File: src/rtl/pstx_pkg.sv
package pstx_pkg;
  localparam int BYTE_W = 8;
  localparam int DIV_W  = 5;
  localparam int BIT_W  = $clog2(BYTE_W + 1);

  // clock configuration, packed as the register: [6:2] divider, [1] polarity, [0] park
  typedef struct packed {
    logic [DIV_W-1:0] div;
    logic             pol;
    logic             park;
  } clk_cfg_t;

  // format configuration: [2] odd parity, [1] parity on, [0] msb first
  typedef struct packed {
    logic oddPar;
    logic parEn;
    logic msbFirst;
  } fmt_cfg_t;

  // strobes and state handed from control to datapath
  typedef struct packed {
    logic             load;
    logic             busy;
    logic             pktByte;
    logic             frameOut;
    logic [BIT_W-1:0] bitIdx;
  } seq_t;
endpackage

File: src/rtl/pstx_ctrl.sv
module pstx_ctrl
  import pstx_pkg::*;
#(
  parameter int BURST_LEN = 448
) (
  input  logic             clk,
  input  logic             rstN,
  input  logic             inValid,
  input  logic             inPktStart,
  input  logic             frameTick,
  input  logic [DIV_W+1:0] clkCfgIn,
  input  logic [2:0]       fmtCfgIn,
  input  logic             syncSelIn,
  output logic             inReady,
  output seq_t             seq,
  output fmt_cfg_t         actFmt,
  output logic             actSel,
  output logic             actPol,
  output logic             actPark,
  output logic             ckPh
);
  localparam int CNT_W = $clog2(BURST_LEN + 1);

  clk_cfg_t         actClk;
  logic [DIV_W-1:0] halfCnt;
  logic             busyQ;
  logic [BIT_W-1:0] bitIdx;
  logic [CNT_W-1:0] byteIdx;
  logic             pktByte;
  logic             framePend;
  logic             frameOut;

  logic             boundary;
  logic             endOfByte;
  logic             take;
  logic             burstStart;
  logic             cfgLoad;
  logic [BIT_W-1:0] lastBit;
  logic [CNT_W-1:0] baseIdx;
  logic [CNT_W-1:0] nextIdx;

  always_comb begin
    boundary   = ckPh && (halfCnt == actClk.div);
    lastBit    = actFmt.parEn ? BIT_W'(BYTE_W) : BIT_W'(BYTE_W - 1);
    endOfByte  = !busyQ || (bitIdx == lastBit);
    inReady    = boundary && endOfByte;
    take       = inReady && inValid;
    burstStart = inPktStart || (byteIdx == '0);
    cfgLoad    = (take && burstStart) ||
                 (boundary && endOfByte && !inValid && (byteIdx == '0));
    baseIdx    = burstStart ? '0 : byteIdx;
    nextIdx    = baseIdx + CNT_W'(1);
    if (nextIdx == CNT_W'(BURST_LEN)) nextIdx = '0;
  end

  // half-period divider and phase
  always_ff @(posedge clk) begin
    if (!rstN) begin
      halfCnt <= '0;
      ckPh    <= 1'b0;
    end else if (halfCnt == actClk.div) begin
      halfCnt <= '0;
      ckPh    <= ~ckPh;
    end else begin
      halfCnt <= halfCnt + DIV_W'(1);
    end
  end

  // byte sequencing
  always_ff @(posedge clk) begin
    if (!rstN) begin
      busyQ   <= 1'b0;
      bitIdx  <= '0;
      byteIdx <= '0;
      pktByte <= 1'b0;
    end else if (boundary) begin
      if (take) begin
        busyQ   <= 1'b1;
        bitIdx  <= '0;
        pktByte <= burstStart;
        byteIdx <= nextIdx;
      end else if (endOfByte) begin
        busyQ   <= 1'b0;
        bitIdx  <= '0;
        pktByte <= 1'b0;
      end else begin
        bitIdx  <= bitIdx + BIT_W'(1);
      end
    end
  end

  // frame pulse, aligned to bit periods
  always_ff @(posedge clk) begin
    if (!rstN) begin
      framePend <= 1'b0;
      frameOut  <= 1'b0;
    end else if (boundary) begin
      frameOut  <= framePend || frameTick;
      framePend <= 1'b0;
    end else begin
      framePend <= framePend || frameTick;
    end
  end

  // working configuration, refreshed only at burst boundaries
  always_ff @(posedge clk) begin
    if (!rstN) begin
      actClk <= '0;
      actFmt <= '0;
      actSel <= 1'b0;
    end else if (cfgLoad) begin
      actClk <= clk_cfg_t'(clkCfgIn);
      actFmt <= fmt_cfg_t'(fmtCfgIn);
      actSel <= syncSelIn;
    end
  end

  always_comb begin
    actPol       = actClk.pol;
    actPark      = actClk.park;
    seq.load     = take;
    seq.busy     = busyQ;
    seq.pktByte  = pktByte;
    seq.frameOut = frameOut;
    seq.bitIdx   = bitIdx;
  end
endmodule

File: src/rtl/pstx_dp.sv
module pstx_dp
  import pstx_pkg::*;
(
  input  logic              clk,
  input  logic              rstN,
  input  seq_t              seq,
  input  fmt_cfg_t          actFmt,
  input  logic              actSel,
  input  logic              actPol,
  input  logic              actPark,
  input  logic              ckPh,
  input  logic [BYTE_W-1:0] inData,
  input  logic              errFlag,
  output logic              serClk,
  output logic              serData,
  output logic              pktSync,
  output logic              byteSync,
  output logic              frameErr
);
  logic [BYTE_W-1:0] byteReg;
  logic              errReg;
  logic              dataBit;

  always_ff @(posedge clk) begin
    if (!rstN) begin
      byteReg <= '0;
      errReg  <= 1'b0;
    end else if (seq.load) begin
      byteReg <= inData;
      errReg  <= errFlag;
    end
  end

  // pick the current bit; the index past the data bits is the parity slot
  always_comb begin
    dataBit = (^byteReg) ^ actFmt.oddPar;
    for (int i = 0; i < BYTE_W; i++) begin
      if (seq.bitIdx == BIT_W'(i))
        dataBit = actFmt.msbFirst ? byteReg[BYTE_W-1-i] : byteReg[i];
    end
  end

  always_comb begin
    serData  = seq.busy && dataBit;
    serClk   = (actPark && !seq.busy) ? 1'b1 : (ckPh ^ actPol);
    byteSync = seq.busy && (seq.bitIdx == '0);
    pktSync  = byteSync && seq.pktByte;
    frameErr = actSel ? (seq.busy && errReg) : seq.frameOut;
  end
endmodule

File: src/rtl/payload_serial_tx.sv
module payload_serial_tx
  import pstx_pkg::*;
#(
  parameter int BURST_LEN = 448
) (
  input  logic              clk,
  input  logic              rstN,
  input  logic [BYTE_W-1:0] inData,
  input  logic              inValid,
  output logic              inReady,
  input  logic              inPktStart,
  input  logic              errFlag,
  input  logic              frameTick,
  input  logic [DIV_W+1:0]  clkCfg,
  input  logic [2:0]        fmtCfg,
  input  logic              syncCfg,
  output logic              serClk,
  output logic              serData,
  output logic              pktSync,
  output logic              byteSync,
  output logic              frameErr
);
  seq_t     seq;
  fmt_cfg_t actFmt;
  logic     actSel;
  logic     actPol;
  logic     actPark;
  logic     ckPh;
  logic     busy;

  assign busy = seq.busy;

  pstx_ctrl #(.BURST_LEN(BURST_LEN)) u_ctrl (
    .clk        (clk),
    .rstN       (rstN),
    .inValid    (inValid),
    .inPktStart (inPktStart),
    .frameTick  (frameTick),
    .clkCfgIn   (clkCfg),
    .fmtCfgIn   (fmtCfg),
    .syncSelIn  (syncCfg),
    .inReady    (inReady),
    .seq        (seq),
    .actFmt     (actFmt),
    .actSel     (actSel),
    .actPol     (actPol),
    .actPark    (actPark),
    .ckPh       (ckPh)
  );

  pstx_dp u_dp (
    .clk      (clk),
    .rstN     (rstN),
    .seq      (seq),
    .actFmt   (actFmt),
    .actSel   (actSel),
    .actPol   (actPol),
    .actPark  (actPark),
    .ckPh     (ckPh),
    .inData   (inData),
    .errFlag  (errFlag),
    .serClk   (serClk),
    .serData  (serData),
    .pktSync  (pktSync),
    .byteSync (byteSync),
    .frameErr (frameErr)
  );
endmodule

File: config.mk
export PLATFORM = sky130hd
export DESIGN_NAME = payload_serial_tx
export DESIGN_NICKNAME = d
export VERILOG_FILES = /design/src/rtl/pstx_pkg.sv /design/src/rtl/pstx_ctrl.sv /design/src/rtl/pstx_dp.sv /design/src/rtl/payload_serial_tx.sv
export SDC_FILE = /design/constraint.sdc
export NUM_CORES = 1
export LEC_CHECK = 0
export BUFFER_PORTS_ARGS = -buffer_cell sky130_fd_sc_hd__buf_4
export CAP_MARGIN = 30
export CORE_MARGIN = 10
export CORE_UTILIZATION = 55
export DETAILED_ROUTE_END_ITERATION = 12
export PLACE_DENSITY_LB_ADDON = 0.08
export SLEW_MARGIN = 5
export SYNTH_ARGS = -nofsm -noshare
export SYNTH_HDL_FRONTEND = slang
export SYNTH_HIERARCHICAL = 1
export SYNTH_SLANG_ARGS = --single-unit
File: constraint.sdc
create_clock -name clk -period 3.9 [get_ports clk]
set_clock_uncertainty 0.15 [all_clocks]
set_input_delay 0.195 -clock clk [delete_from_list [all_inputs] [get_ports clk]]
set_output_delay 0.195 -clock clk [all_outputs]
set_load 0.01 [all_outputs]
== After elaboration in Yosys (flattened, before gate mapping) ==
Cells that the tools add are included.

* Output and inout port bits: 6
* Word-level logic and storage cells: 85
* Register bits: 43
* Input bits: 25

* Muxes and demuxes: 26
* $add $sub $neg: 3
* Reductions and logical operators: 25
* Eq/ne operators: 10
* Bitwise operators: 4

{| class="wikitable"
|+ Operator list
! kind !! count
|-
| two-way mux 1 bit || 21
|-
| two-way mux 9 bit || 2
|-
| == test 4 x 3 -> 1 bit (second input constant) || 4
|-
| two-way mux 4 bit || 3
|-
| logical AND 1 bit || 11
|-
| adder 9 x 1 -> 9 bit (second input constant) || 1
|-
| == test 9 bit (second input constant) || 1
|-
| zero test 9 bit || 1
|-
| == test 4 x 2 -> 1 bit (second input constant) || 2
|-
| parity 8 bit || 1
|-
| adder 5 x 1 -> 5 bit (second input constant) || 1
|-
| == test 5 bit || 1
|-
| adder 4 x 1 -> 4 bit (second input constant) || 1
|-
| == test 4 x 1 -> 1 bit (second input constant) || 1
|-
| == test 4 bit || 1
|-
| zero test 4 bit || 1
|-
| logical OR 1 bit || 4
|-
| AND reduction 2 bit || 2
|-
| OR reduction 2 bit || 2
|-
| zero test 1 bit || 2
|-
| NOT 1 bit || 2
|-
| nonzero test 2 bit || 1
|-
| XOR 1 bit || 2
|}

== Longest topological paths before layout ==
Gate-level depths: netlist of run 1.

* Word-level depth: 11
* Mapped depth: 9
* Mapped depth without buffers: 6

== Cells and area by module ==
The synthesis of run 1 kept the hierarchy.

{| class="wikitable"
|+ By module, submodules not included
! module !! cells each !! area each (sq um) !! seq. area each (sq um) !! instances
|-
| pstx_ctrl || 190 || 1610.3 || 680.7 || 1
|-
| pstx_dp || 76 || 715.7 || 180.2 || 1
|}

== Least setup slack after synthesis of run 1 ==
OpenSTA, ideal clock, no wires.

* Path kind: register to register
* From: register u_ctrl.bitIdx[1]
* To: register u_dp.byteReg[0]
* Required time: 3634 ps
* Buffers on the path: 3
* Cell stages (with the launch flop): 10
* Arrival: 2467 ps
* Setup slack: 1166 ps
* Clock period less this slack: 2734 ps
* Setup time: 116 ps
* Cell sequence: dfxtp_1 or3_4 o221a_4 or4_4 buf_6 clkinv_8 buf_4 clkbuf_1 mux2i_1 nor2b_1

* Cells in the longest elaborated chain, start to end: 4

{| class="wikitable"
|+ Ends and longest elaborated chain
! item !! line !! text
|-
| from (decl) || pstx_ctrl.sv:27 || <nowiki>logic [BIT_W-1:0] bitIdx;</nowiki>
|-
| from (signal assigned) || pstx_ctrl.sv:87 || <nowiki>bitIdx <= bitIdx + BIT_W'(1);</nowiki>
|-
| == test 4 bit || pstx_ctrl.sv:45 || <nowiki>endOfByte = !busyQ || (bitIdx == lastBit);</nowiki>
|-
| logical OR 1 bit || pstx_ctrl.sv:45 ||
|-
| logical AND 1 bit || pstx_ctrl.sv:46 || <nowiki>inReady = boundary && endOfByte;</nowiki>
|-
| logical AND 1 bit || pstx_ctrl.sv:47 || <nowiki>take = inReady && inValid;</nowiki>
|-
| named net u_ctrl.take || pstx_ctrl.sv:35 || <nowiki>logic take;</nowiki>
|-
| to (signal assigned) || pstx_dp.sv:29 || <nowiki>byteReg <= inData;</nowiki>
|-
| to (decl) || pstx_dp.sv:20 || <nowiki>logic [BYTE_W-1:0] byteReg;</nowiki>
|}

The timed path passes the listed nets, and every way through them passes these cells.
A chain may end at the register's enable or synchronous reset.

==> impl_results.md, run 1 <==
- Cts bufs inserted: 5
- Tot Pwr: ~0.0016 W
- Via density: 5.63
- PostCTS Resize Cnt: 0
- Pin count of the biggest net entering global routing: 48
- Clock transition at path regs: roughly 80 ps
- Fin crit share: between 60 and 70%
- Initial Util: around 57%
- Skew-Pair Late Insertion Delay: between 200 and 300 ps
- Worst Hold Class: in2reg
- Die Width: about 85 um
- Clk network pwr share: 22.8%
- Hpwl dp: roughly 3600 um
- Share of cells above drive strength 1: 17.3%
- Synth top area share: between 30 and 40%
- R2r startpoint: u_ctrl/bitIdx[0]
- Syn. warnings: 6
- Sw Pwr: 0.000564 W
- Total GRT Usage: between 10% and 20%
- Post-synthesis register bit count: 43
- Antenna violations before repair: 0
- P&R area growth vs syn: 19.1%
- Detailed-route wire length per cell: around 14 um
- Slew margin rel.: ~54%
- Pre-antenna DRT Iters: 4
- Hold Path Sink: u_dp/byteReg[3]
- Clock Sinks: 43
- Switching part of the total: 35.7%
- CTS tree: built
- Setup Viol. Count Final: 0
- Crit path time final: approximately 2500 ps
- Critical-path maximum fanout: 17
- Seq/Total Area, Yosys: between 30% and 40%
- Core area: 0.00406 mm2
- Reg2Reg Depth: 6
- Post-synthesis instance total: about 270
- Synth top cells by count: dfxtp_1, nand2_1, o21ai_0
- Mapped Area: about 0.0023 mm2
- RR Endpoint: u_ctrl/byteIdx[8]
- Cell Int Power: 0.00102 W
- Vias in the first global route: between 1,500 and 2,000
- DRC Markers: 0
- Synthesized Nets: 293
- # diodes: 0
- Post-synth EDFFs: 0
- Most frequent cell after synthesis: dfxtp_1
- Register share of total power: between 30 and 40%
- Grt total ovfl: 0
- Area of the multi-input gates: roughly 0.0013 mm2
- Filler Cell Count: roughly 330
- Worst endpoint required time: between 3000 and 4000 ps
- GP Congestion: between 0.8 and 0.9
- Max Fclk: about 400 MHz
- Leak: 1.02 nW
- DRT antenna net count: 0
- Slew at the pin closest to its max-slew limit: slightly below 700 ps
- Peak supply drop: roughly 0.00030 V
- Pwr Density: about 570 mW/mm2
- # hold bufs at CTS: 12
- Postcts setup bufs: 0
- Global-route wire length before repair: ~9000 um
- Io pins: 31
- Average size of a mapped cell: 8.74 um2
- # rows: 23
- Final nets: about 330
- Root Buffer: clkbuf_8
- Max Slew Vio Count: 0
- Cell variety after synth: 52
- Max clock buf depth: 2
- Async SR Flop Fraction: 0%
- Setup TNS: 0 ps
- Worst reg-to-reg setup slack: around 1400 ps
- Full die area: about 0.0072 mm2
- Setup CP Type: reg2reg
- Final hold viol count: 0
- Status: finished, final reports clean
- Max Cap Viol: 0
- Critical path arrival: approximately 2600 ps
- Routed WL: about 5100 um
- Logic pwr share: 37.8%
- Register Area: between 800 and 900 um2
- Ranking of synthesized cells by area: dfxtp_1, mux2i_1, o21ai_0
- Drt initial violations: roughly 140
- Vias post-DR: around 2,000
- RSZ-0062 raised after global routing: false
- Die height: roughly 85 um
- H-tree depth: 2
- CP endpoint kind: register
- Hold path depth: 3
- Port bufs: 30
- Hold wc startpoint: inData[3]
- Area leader, netlist: dfxtp_1
- Startpoint types: register
- Most used DFF post-synth: dfxtp_1
[layout make-up]
cell class / count / share of cell area [%]
Timing Repair Buffer: 43 / 12.7
Clock buffer: 6 / 2.98
Multi-Input combinational cell: 197 / 47.9
Sequential cell: 43 / 31.1
Tap cell: 50 / 2.26
Clock inverter: 2 / 1.26
Inverter: 10 / 1.81
[layer usage]
metal,up-vias,global-route usage (%),share of wire [%]
met5,-,0,0
met4,0,4.94,0.69
met3,2,4.78,5.6
met2,39,21.5,42
met1,915,19.8,52
li1,1021,-,-
[kinds of logic (layout without fill, tap and decap cells)]
family                     after synthesis  after routing  share of synthesized area, %
and+or+nand+nor                        102            102                          22.8
adders and majority gates                2              2                          1.08
muxes                                   19             19                          9.41
buffers and inverters                   26             61                          6.24
DFF                                     43             43                          37.0
xor gates and xnor gates                17             17                          6.99
AOI/OAI and AO/OA                       57             57                          16.5
[registers in the layout (all words and copies together) (netlist names), 3 cells and up]
name and cells:
u_ctrl/actClk 5, u_ctrl/actFmt 3, u_ctrl/bitIdx 4, u_ctrl/byteIdx 9, u_ctrl/halfCnt 5, u_dp/byteReg 8
[power groups by stage]
stage / Combinational [W] / Clock [W] / Sequential (W)
floorplan: 0.000491 / 0 / 0.000590
global placement: 0.000583 / 0 / 0.000631
detailed placement: 0.000589 / 0 / 0.000632
CTS: 0.000601 / 0.000368 / 0.000622
global route: 0.000671 / 0.000387 / 0.000638
finish: 0.000598 / 0.000361 / 0.000622
[how the worst max path moves through the flow]
| stage | startpoint | endpoint |
|---|---|---|
| after floorplan | u_ctrl/bitIdx[1] | u_dp/byteReg[0] |
| after global placement | u_ctrl/bitIdx[0] | u_ctrl/byteIdx[3] |
| after detailed placement | u_ctrl/bitIdx[0] | u_ctrl/byteIdx[8] |
| after CTS | u_ctrl/actFmt[0] | serData |
| after global routing | u_ctrl/actFmt[0] | serData |
| final | u_ctrl/bitIdx[0] | u_ctrl/byteIdx[8] |
[placed cells by master, fill, tap and decap left out, types with 2 or more instances in the layout]
cell type / Yosys / layout
buf_4: 4 / 31
nand3_1: 18 / 18
a31oi_1: 5 / 5
a211oi_1: 2 / 2
nand2_1: 23 / 23
o21ai_1: 4 / 4
ha_1: 2 / 2
a21oi_1: 8 / 8
and4b_1: 2 / 2
xnor2_1: 12 / 12
dfxtp_1: 43 / 43
or3_1: 2 / 2
o22ai_1: 2 / 2
a32o_1: 4 / 4
nor2b_1: 10 / 10
nor3_1: 7 / 7
nor2_1: 19 / 19
or2_2: 2 / 2
and3_1: 4 / 4
o21ai_0: 21 / 21
clkbuf_8: 1 / 6
nor4_1: 4 / 3
mux2i_1: 17 / 17
and2_1: 3 / 3
inv_1: 9 / 9
dlygate4sd3_1: 0 / 12
xor2_1: 4 / 4
[critical path, stage by stage (launching register included)]
cell and delay (ps):
dfxtp_1 610, nand4b_1 240, o221a_4 330, or4_4 620
clkinv_8 140, o21ai_1 80, a32o_1 250
[metrics by stage]
step	util (%)	instances	hold WS, ps	worst slack, ps	area [um2]
global route	68.3	351	10.9	1250	2770
finish	68.3	351	12.4	1390	2770
CTS	68.3	351	1.61	1410	2770
detailed placement	62.4	331	268	1430	2530
global placement	62.4	331	259	1470	2530
floorplan	-	266	173	1170	2330
Power figures use the tool's default switching activity.
==> run 2: changes to the inputs <==
--- a/config.mk
+++ b/config.mk
@@ -8,7 +8,7 @@
 export BUFFER_PORTS_ARGS = -buffer_cell sky130_fd_sc_hd__buf_4
 export CAP_MARGIN = 30
 export CORE_MARGIN = 10
-export CORE_UTILIZATION = 55
+export CORE_UTILIZATION = 52
 export DETAILED_ROUTE_END_ITERATION = 12
 export PLACE_DENSITY_LB_ADDON = 0.08
 export SLEW_MARGIN = 5
==> constraint.sdc (replaced) <==
create_clock -name clk -period 2.21 [get_ports clk]
set_clock_uncertainty 0.15 [all_clocks]
set_input_delay 0.1105 -clock clk [delete_from_list [all_inputs] [get_ports clk]]
set_output_delay 0.1105 -clock clk [all_outputs]
set_load 0.01 [all_outputs]
==> run 2 against run 1 <==
  * The run now ends with setup timing left
  * Cell area is 9.7% higher
  * Global-route usage fell by 0.13 points
  * Hold slack better by 72 ps
  * Critical endpoint is now serData
==> impl_results.md, run 2 (synthesis gave the netlist of run 1 again) <==
- # diodes: 0
- RSZ-0062 raised after global routing: true
- Antenna violations before repair: 0
- Largest register FFs: 9
- Vias post-DR: between 2,000 and 2,500
- Pre-antenna DRT Iters: 4
- Io pins: 31
- Fin crit share: 104%
- Full die area: approximately 0.0075 mm2
- Port bufs: 30
- Detailed-route wire length per cell: 14.8 um
- Pin count of the biggest net entering global routing: 48
- CTS tree: built
- Share of cells above drive strength 1: a little over a quarter
- Failing checks: setup timing
- Total GRT Usage: 14.6%
- Leak: 1.12 nW
- DRC Markers: 0
- Clock transition at path regs: about 80 ps
- Tot Pwr: 0.00282 W
- Setup ws final: -89.2 ps
- P&R area growth vs syn: 30.6%
- Crit path time final: 2300 ps
- Worst hold slack: between 80 and 90 ps
- Peak per-stage delay on the critical path: approximately 360 ps
- Via density: around 5.6
- Core area: approximately 0.0044 mm2
- Max clock buf depth: 2
- Max Slew Vio Count: 0
- Drt initial violations: about 140
- CP max-delay cell: dfxtp_2
- Startpoint types: register
- Cell mode on critical path: buf_4
- Vias in the first global route: around 2,000
- Root Buffer: clkbuf_8
- Status: finished, violations left
- Max Fclk: roughly 430 MHz
- Skew-Pair Late Insertion Delay: around 300 ps
- Final nets: approximately 350
- Slew margin rel.: a little over two fifths
- Critical-path maximum fanout: 9
- Setup Viol. Count Final: 1
- Worst Hold Class: in2reg
- Crit-path cells: buf_4, mux2i_1, nor3_2, o31a_1, o21ai_0, a221oi_2, buf_4
- Routed WL: between 5000 and 6000 um
- Most frequent cells in the layout: buf_4, dfxtp_1, dlygate4sd3_1, nand2_1
- Most common cell after layout, fill and taps aside: buf_4
- Die Width: around 87 um
- # rows: 24
- Critical path arrival: around 2000 ps
- Setup CP Type: reg2out
- Die height: between 80 and 90 um
- Worst endpoint required time: between 1500 and 2000 ps
- Largest Register: u_ctrl/byteIdx
- Post-route cell area: roughly 0.0030 mm2
- Area after DPL: around 0.0026 mm2
- H-tree depth: 2
- CP endpoint kind: output pin
- Max Cap Viol: 0
- Pwr Density: between 900 and 1000 mW/mm2
- Grt total ovfl: 0
- Final hold viol count: 0
- Cts bufs inserted: 5
- Peak supply drop: 0.000638 V
- Slew at the pin closest to its max-slew limit: 865 ps
- DRT antenna net count: 0
- Largest registers: u_ctrl/byteIdx x9, u_dp/byteReg x8
- Clock Sinks: 43
- Initial Util: roughly 53%
- GP Congestion: 0.900
- Hpwl dp: ~3700 um
- Global-route wire length before repair: just over 9000 um
run 2: cell count changes in the layout (fill, tap and decap cells not counted), sizes merged:
cell and change:
buf +9, clkinv +1, bufinv -1, dlygate4sd3 +10, inv +2
run 2: critical path: cells and delay by family (launching register included):
family	cells	cell delay, ps
simple gates	1	70
flops	1	360
buf+inv	2	350
compound gates	3	730
mux	1	240
run 2: metrics by stage:
step	TNS (ps)	worst slack [ps]	utilization, %	cells
after floorplan	-891	-99.0	-	266
after global placement	0	69.5	59.9	342
after detailed placement	0	39.7	59.9	342
after CTS	0	2.51	67.6	372
after global routing	-664	-183	69.8	374
final	-89.2	-89.2	69.8	374
run 2: cell type report:
cell class                 instances  area (um2)
clock buffer                       6        72.6
clock inverter                     2        13.8
fill                             343        1320
inverter                          10        50.0
multi-input combinational        197        1410
sequential                        43         878
tap                               52        65.1
timing repair buffer              62         528
timing repair inverter             2        17.5
run 2: path summary, 6_finish.rpt:
check                                 startpoint                 to  slack, ps  depth (start not counted)
worst min-delay path                  inPktStart  u_ctrl/byteIdx[7]         80                          4
worst max-delay path            u_ctrl/bitIdx[0]            serData        -90                          7
worst min register to register    u_ctrl/actPark     u_ctrl/actPark        310                          2
worst max register to register  u_ctrl/bitIdx[1]  u_ctrl/byteIdx[6]         10                          6
run 2: repair_timing:
item	4_1_cts	5_1_grt
pin swaps	2	9
endpoints found under the hold margin	22	0
gates cloned	0	2
endpoints found under the setup margin	1	9
hold buffers	22	0
gates resized for setup	10	22
setup buffers	0	0
run 2: metal layers:
metal	global-route usage [%]	vias to the layer above	routed length, um	part of all wire, %
met5	0	-	0	0
met4	5.15	0	61	1.1
met3	4.21	8	293	5.3
met2	23.1	46	2610	47
met1	18.4	973	2560	46
li1	-	1062	-	-
run 2: where the power goes:
group          internal [W]  switching, W  total, W  leakage (nW)
clock network      0.000223      0.000267  0.000490        0.0452
logic              0.000595      0.000623   0.00122         0.725
registers          0.000930      0.000177   0.00111         0.354
total               0.00175       0.00107   0.00282          1.12
==> run 3: changes to the inputs <==
==> constraint.sdc (replaced) <==
create_clock -name clk -period 2.21 [get_ports clk]
set_clock_uncertainty 0.15 [all_clocks]
set_input_delay 0.442 -clock clk [delete_from_list [all_inputs] [get_ports clk]]
set_output_delay 0.442 -clock clk [all_outputs]
set_load 0.01 [all_outputs]
==> run 3 against run 2 <==
  * The run still ends with setup timing left
  * Sequential share of layout area rose by 1.2 points
  * Sequential cell count did not move
  * Non-clock buffer count fell by 12
  * Global-route usage rose by 0.38 points
  * Sequential power fell by 4%
  * Die area did not move
  * Clock power rose by 27%
  * Power rose by 8.0%
  * Combinational power rose by 11%
  * Final cell count fell by 3.2%
  * Largest power group unchanged
==> impl_results.md, run 3 (synthesis gave the netlist of run 1 again) <==
- Status: finished, violations left
- Failing checks: setup timing
- Full die area: 0.00755 mm2
- DRT antenna net count: 0
- Setup CP Type: reg2out
- H-tree depth: 2
- Vias in the first global route: about 2,000
- Crit-path cells: mux4_1, nor2_1, a31oi_1, o21ai_0, a221oi_2, buf_4
- Worst Hold Class: in2reg
- Pre-CTS setup slack: -68.6 ps
- Worst endpoint required time: 1620 ps
- Max Fclk: between 400 and 500 MHz
- Crit path time final: 2430 ps
- Final Util: 66.6%
- Initial Util: 53.4%
- # diodes: 0
- Filler Cell Count: 374
- Vias post-DR: 2,070
- P&R area growth vs syn: 24.7%
- Global-route wire length before repair: 9320 um
- Pre-antenna DRT Iters: 4
- Wire length on met3: 223 um
- Peak supply drop: between 0.0005 and 0.0006 V
- Peak per-stage delay on the critical path: between 500 and 600 ps
- # hold bufs at CTS: 0
- RSZ-0062 raised after global routing: true
- Cts bufs inserted: 5
- CP endpoint kind: output pin
- Most common cell after layout, fill and taps aside: buf_4
- Length of routed met2 wiring: about 2400 um
- Largest Register: u_ctrl/byteIdx
- Final hold viol count: 0
- Setup Viol. Count Final: 2
- Pin count of the biggest net entering global routing: 32
- Io pins: 31
- Share of cells above drive strength 1: a little under 30%
- Antenna violations before repair: 0
- Pwr Density: 1050 mW/mm2
- Startpoint types: register
- Setup ws final: -222 ps
- GP Congestion: 0.972
- Grt total ovfl: 0
- Final nets: between 300 and 400
- Max Slew Vio Count: 0
- Die Width: slightly below 90 um
- Via density: around 5.7
- Drt initial violations: between 100 and 150
- Routed WL: between 5000 and 6000 um
- Fin crit share: 110%
- CTS tree: built
- # rows: 24
- Top routing layer in use: met4
- Critical-path maximum fanout: 8
- Worst Path Buf+Inv: 1
- Slew at the pin closest to its max-slew limit: around 850 ps
- CP max-delay cell: mux4_1
- Port bufs: 30
- Total GRT Usage: around 15%
- Max clock buf depth: 2
- Detailed-route wire length per cell: around 15 um
- Clock Sinks: 43
- Largest register FFs: 9
- Metal1 wirelength: ~2700 um
- Critical path arrival: about 1800 ps
- Delay-heaviest family, CP: multiplexers
- Root Buffer: clkbuf_8
- Slew margin rel.: between 40% and 50%
- Most frequent cells in the layout: buf_4, dfxtp_1, nand2_1, o21ai_0
- Die height: 86.9 um
- Leak: 1.09 nW
- DRC Markers: 0
- Setup TNS: -231 ps
- Core area: 0.00435 mm2
- Largest registers: u_ctrl/byteIdx x9, u_dp/byteReg x8
- Max Cap Viol: 0
- Clock transition at path regs: 80 ps
- Skew-Pair Late Insertion Delay: around 290 ps
- Hpwl dp: 3810 um
-- run 3: cell types whose count changed in the layout (fill, tap and decap cells not counted), sizes merged --
cell | previous run | this run
dlygate4sd3 | 22 | 0
buf | 40 | 50
bufinv | 0 | 1
clkinv | 3 | 2
-- run 3: path summary, 6_finish.rpt --
| check | slack, ps | start | cells after the start | end |
|---|---|---|---|---|
| setup / recovery | -220 | u_ctrl/actFmt[0] | 6 | serData |
| hold reg to reg | 310 | u_ctrl/actPark | 2 | u_ctrl/actPark |
| setup reg to reg | -10 | u_ctrl/bitIdx[1] | 6 | u_ctrl/byteIdx[3] |
| hold / removal | 210 | fmtCfg[1] | 3 | u_ctrl/actFmt[1] |
-- run 3: final cells by class --
type                    count  area (um2)  area share, %
multi-input cells         197        1390           47.9
flip-flops and latches     43         873           30.1
repair buffers             50         387           13.3
clock buffers               6        82.6           2.85
well taps                  52        65.1           2.24
inverters                  10        50.0           1.73
clock inverters             2        35.0           1.21
repair inverters            2        17.5          0.604
-- run 3: repair_timing --
action	in CTS	in global routing
setup endpoints to repair	3	9
resized for setup	12	12
setup buffers	2	0
cloned	0	2
pin swaps	6	2
-- run 3: where the power goes --
part | switching, W | internal, W
combinational | 0.000695 | 0.000655
clock | 0.000258 | 0.000366
sequential | 0.000139 | 0.000928
total | 0.00109 | 0.00195
-- run 3: metrics by stage --
step | hold slack (ps) | power, W | cell area [um2] | cells
finish | 213 | 0.00304 | 2900 | 362
detailed placement | 302 | 0.00226 | 2670 | 350
CTS | 203 | 0.00299 | 2840 | 360
floorplan | 283 | 0.00194 | 2360 | 266
global route | 208 | 0.00326 | 2900 | 362
global placement | 295 | 0.00225 | 2670 | 350
-- run 3: worst register-to-register path: stages, from the launching register on --
cell	delay [ps]
dfxtp_4	360
or3_4	390
o221a_4	250
or4_4	540
clkinv_8	120
o21ai_1	60
a32o_1	260
-- run 3: per-layer routing --
metal  vias to the layer above  GRT usage [%]
met2                        43           21.8
met1                       978           20.3
met3                         6           4.31
met5                         -              0
met4                         0           5.45
li1                       1043              -
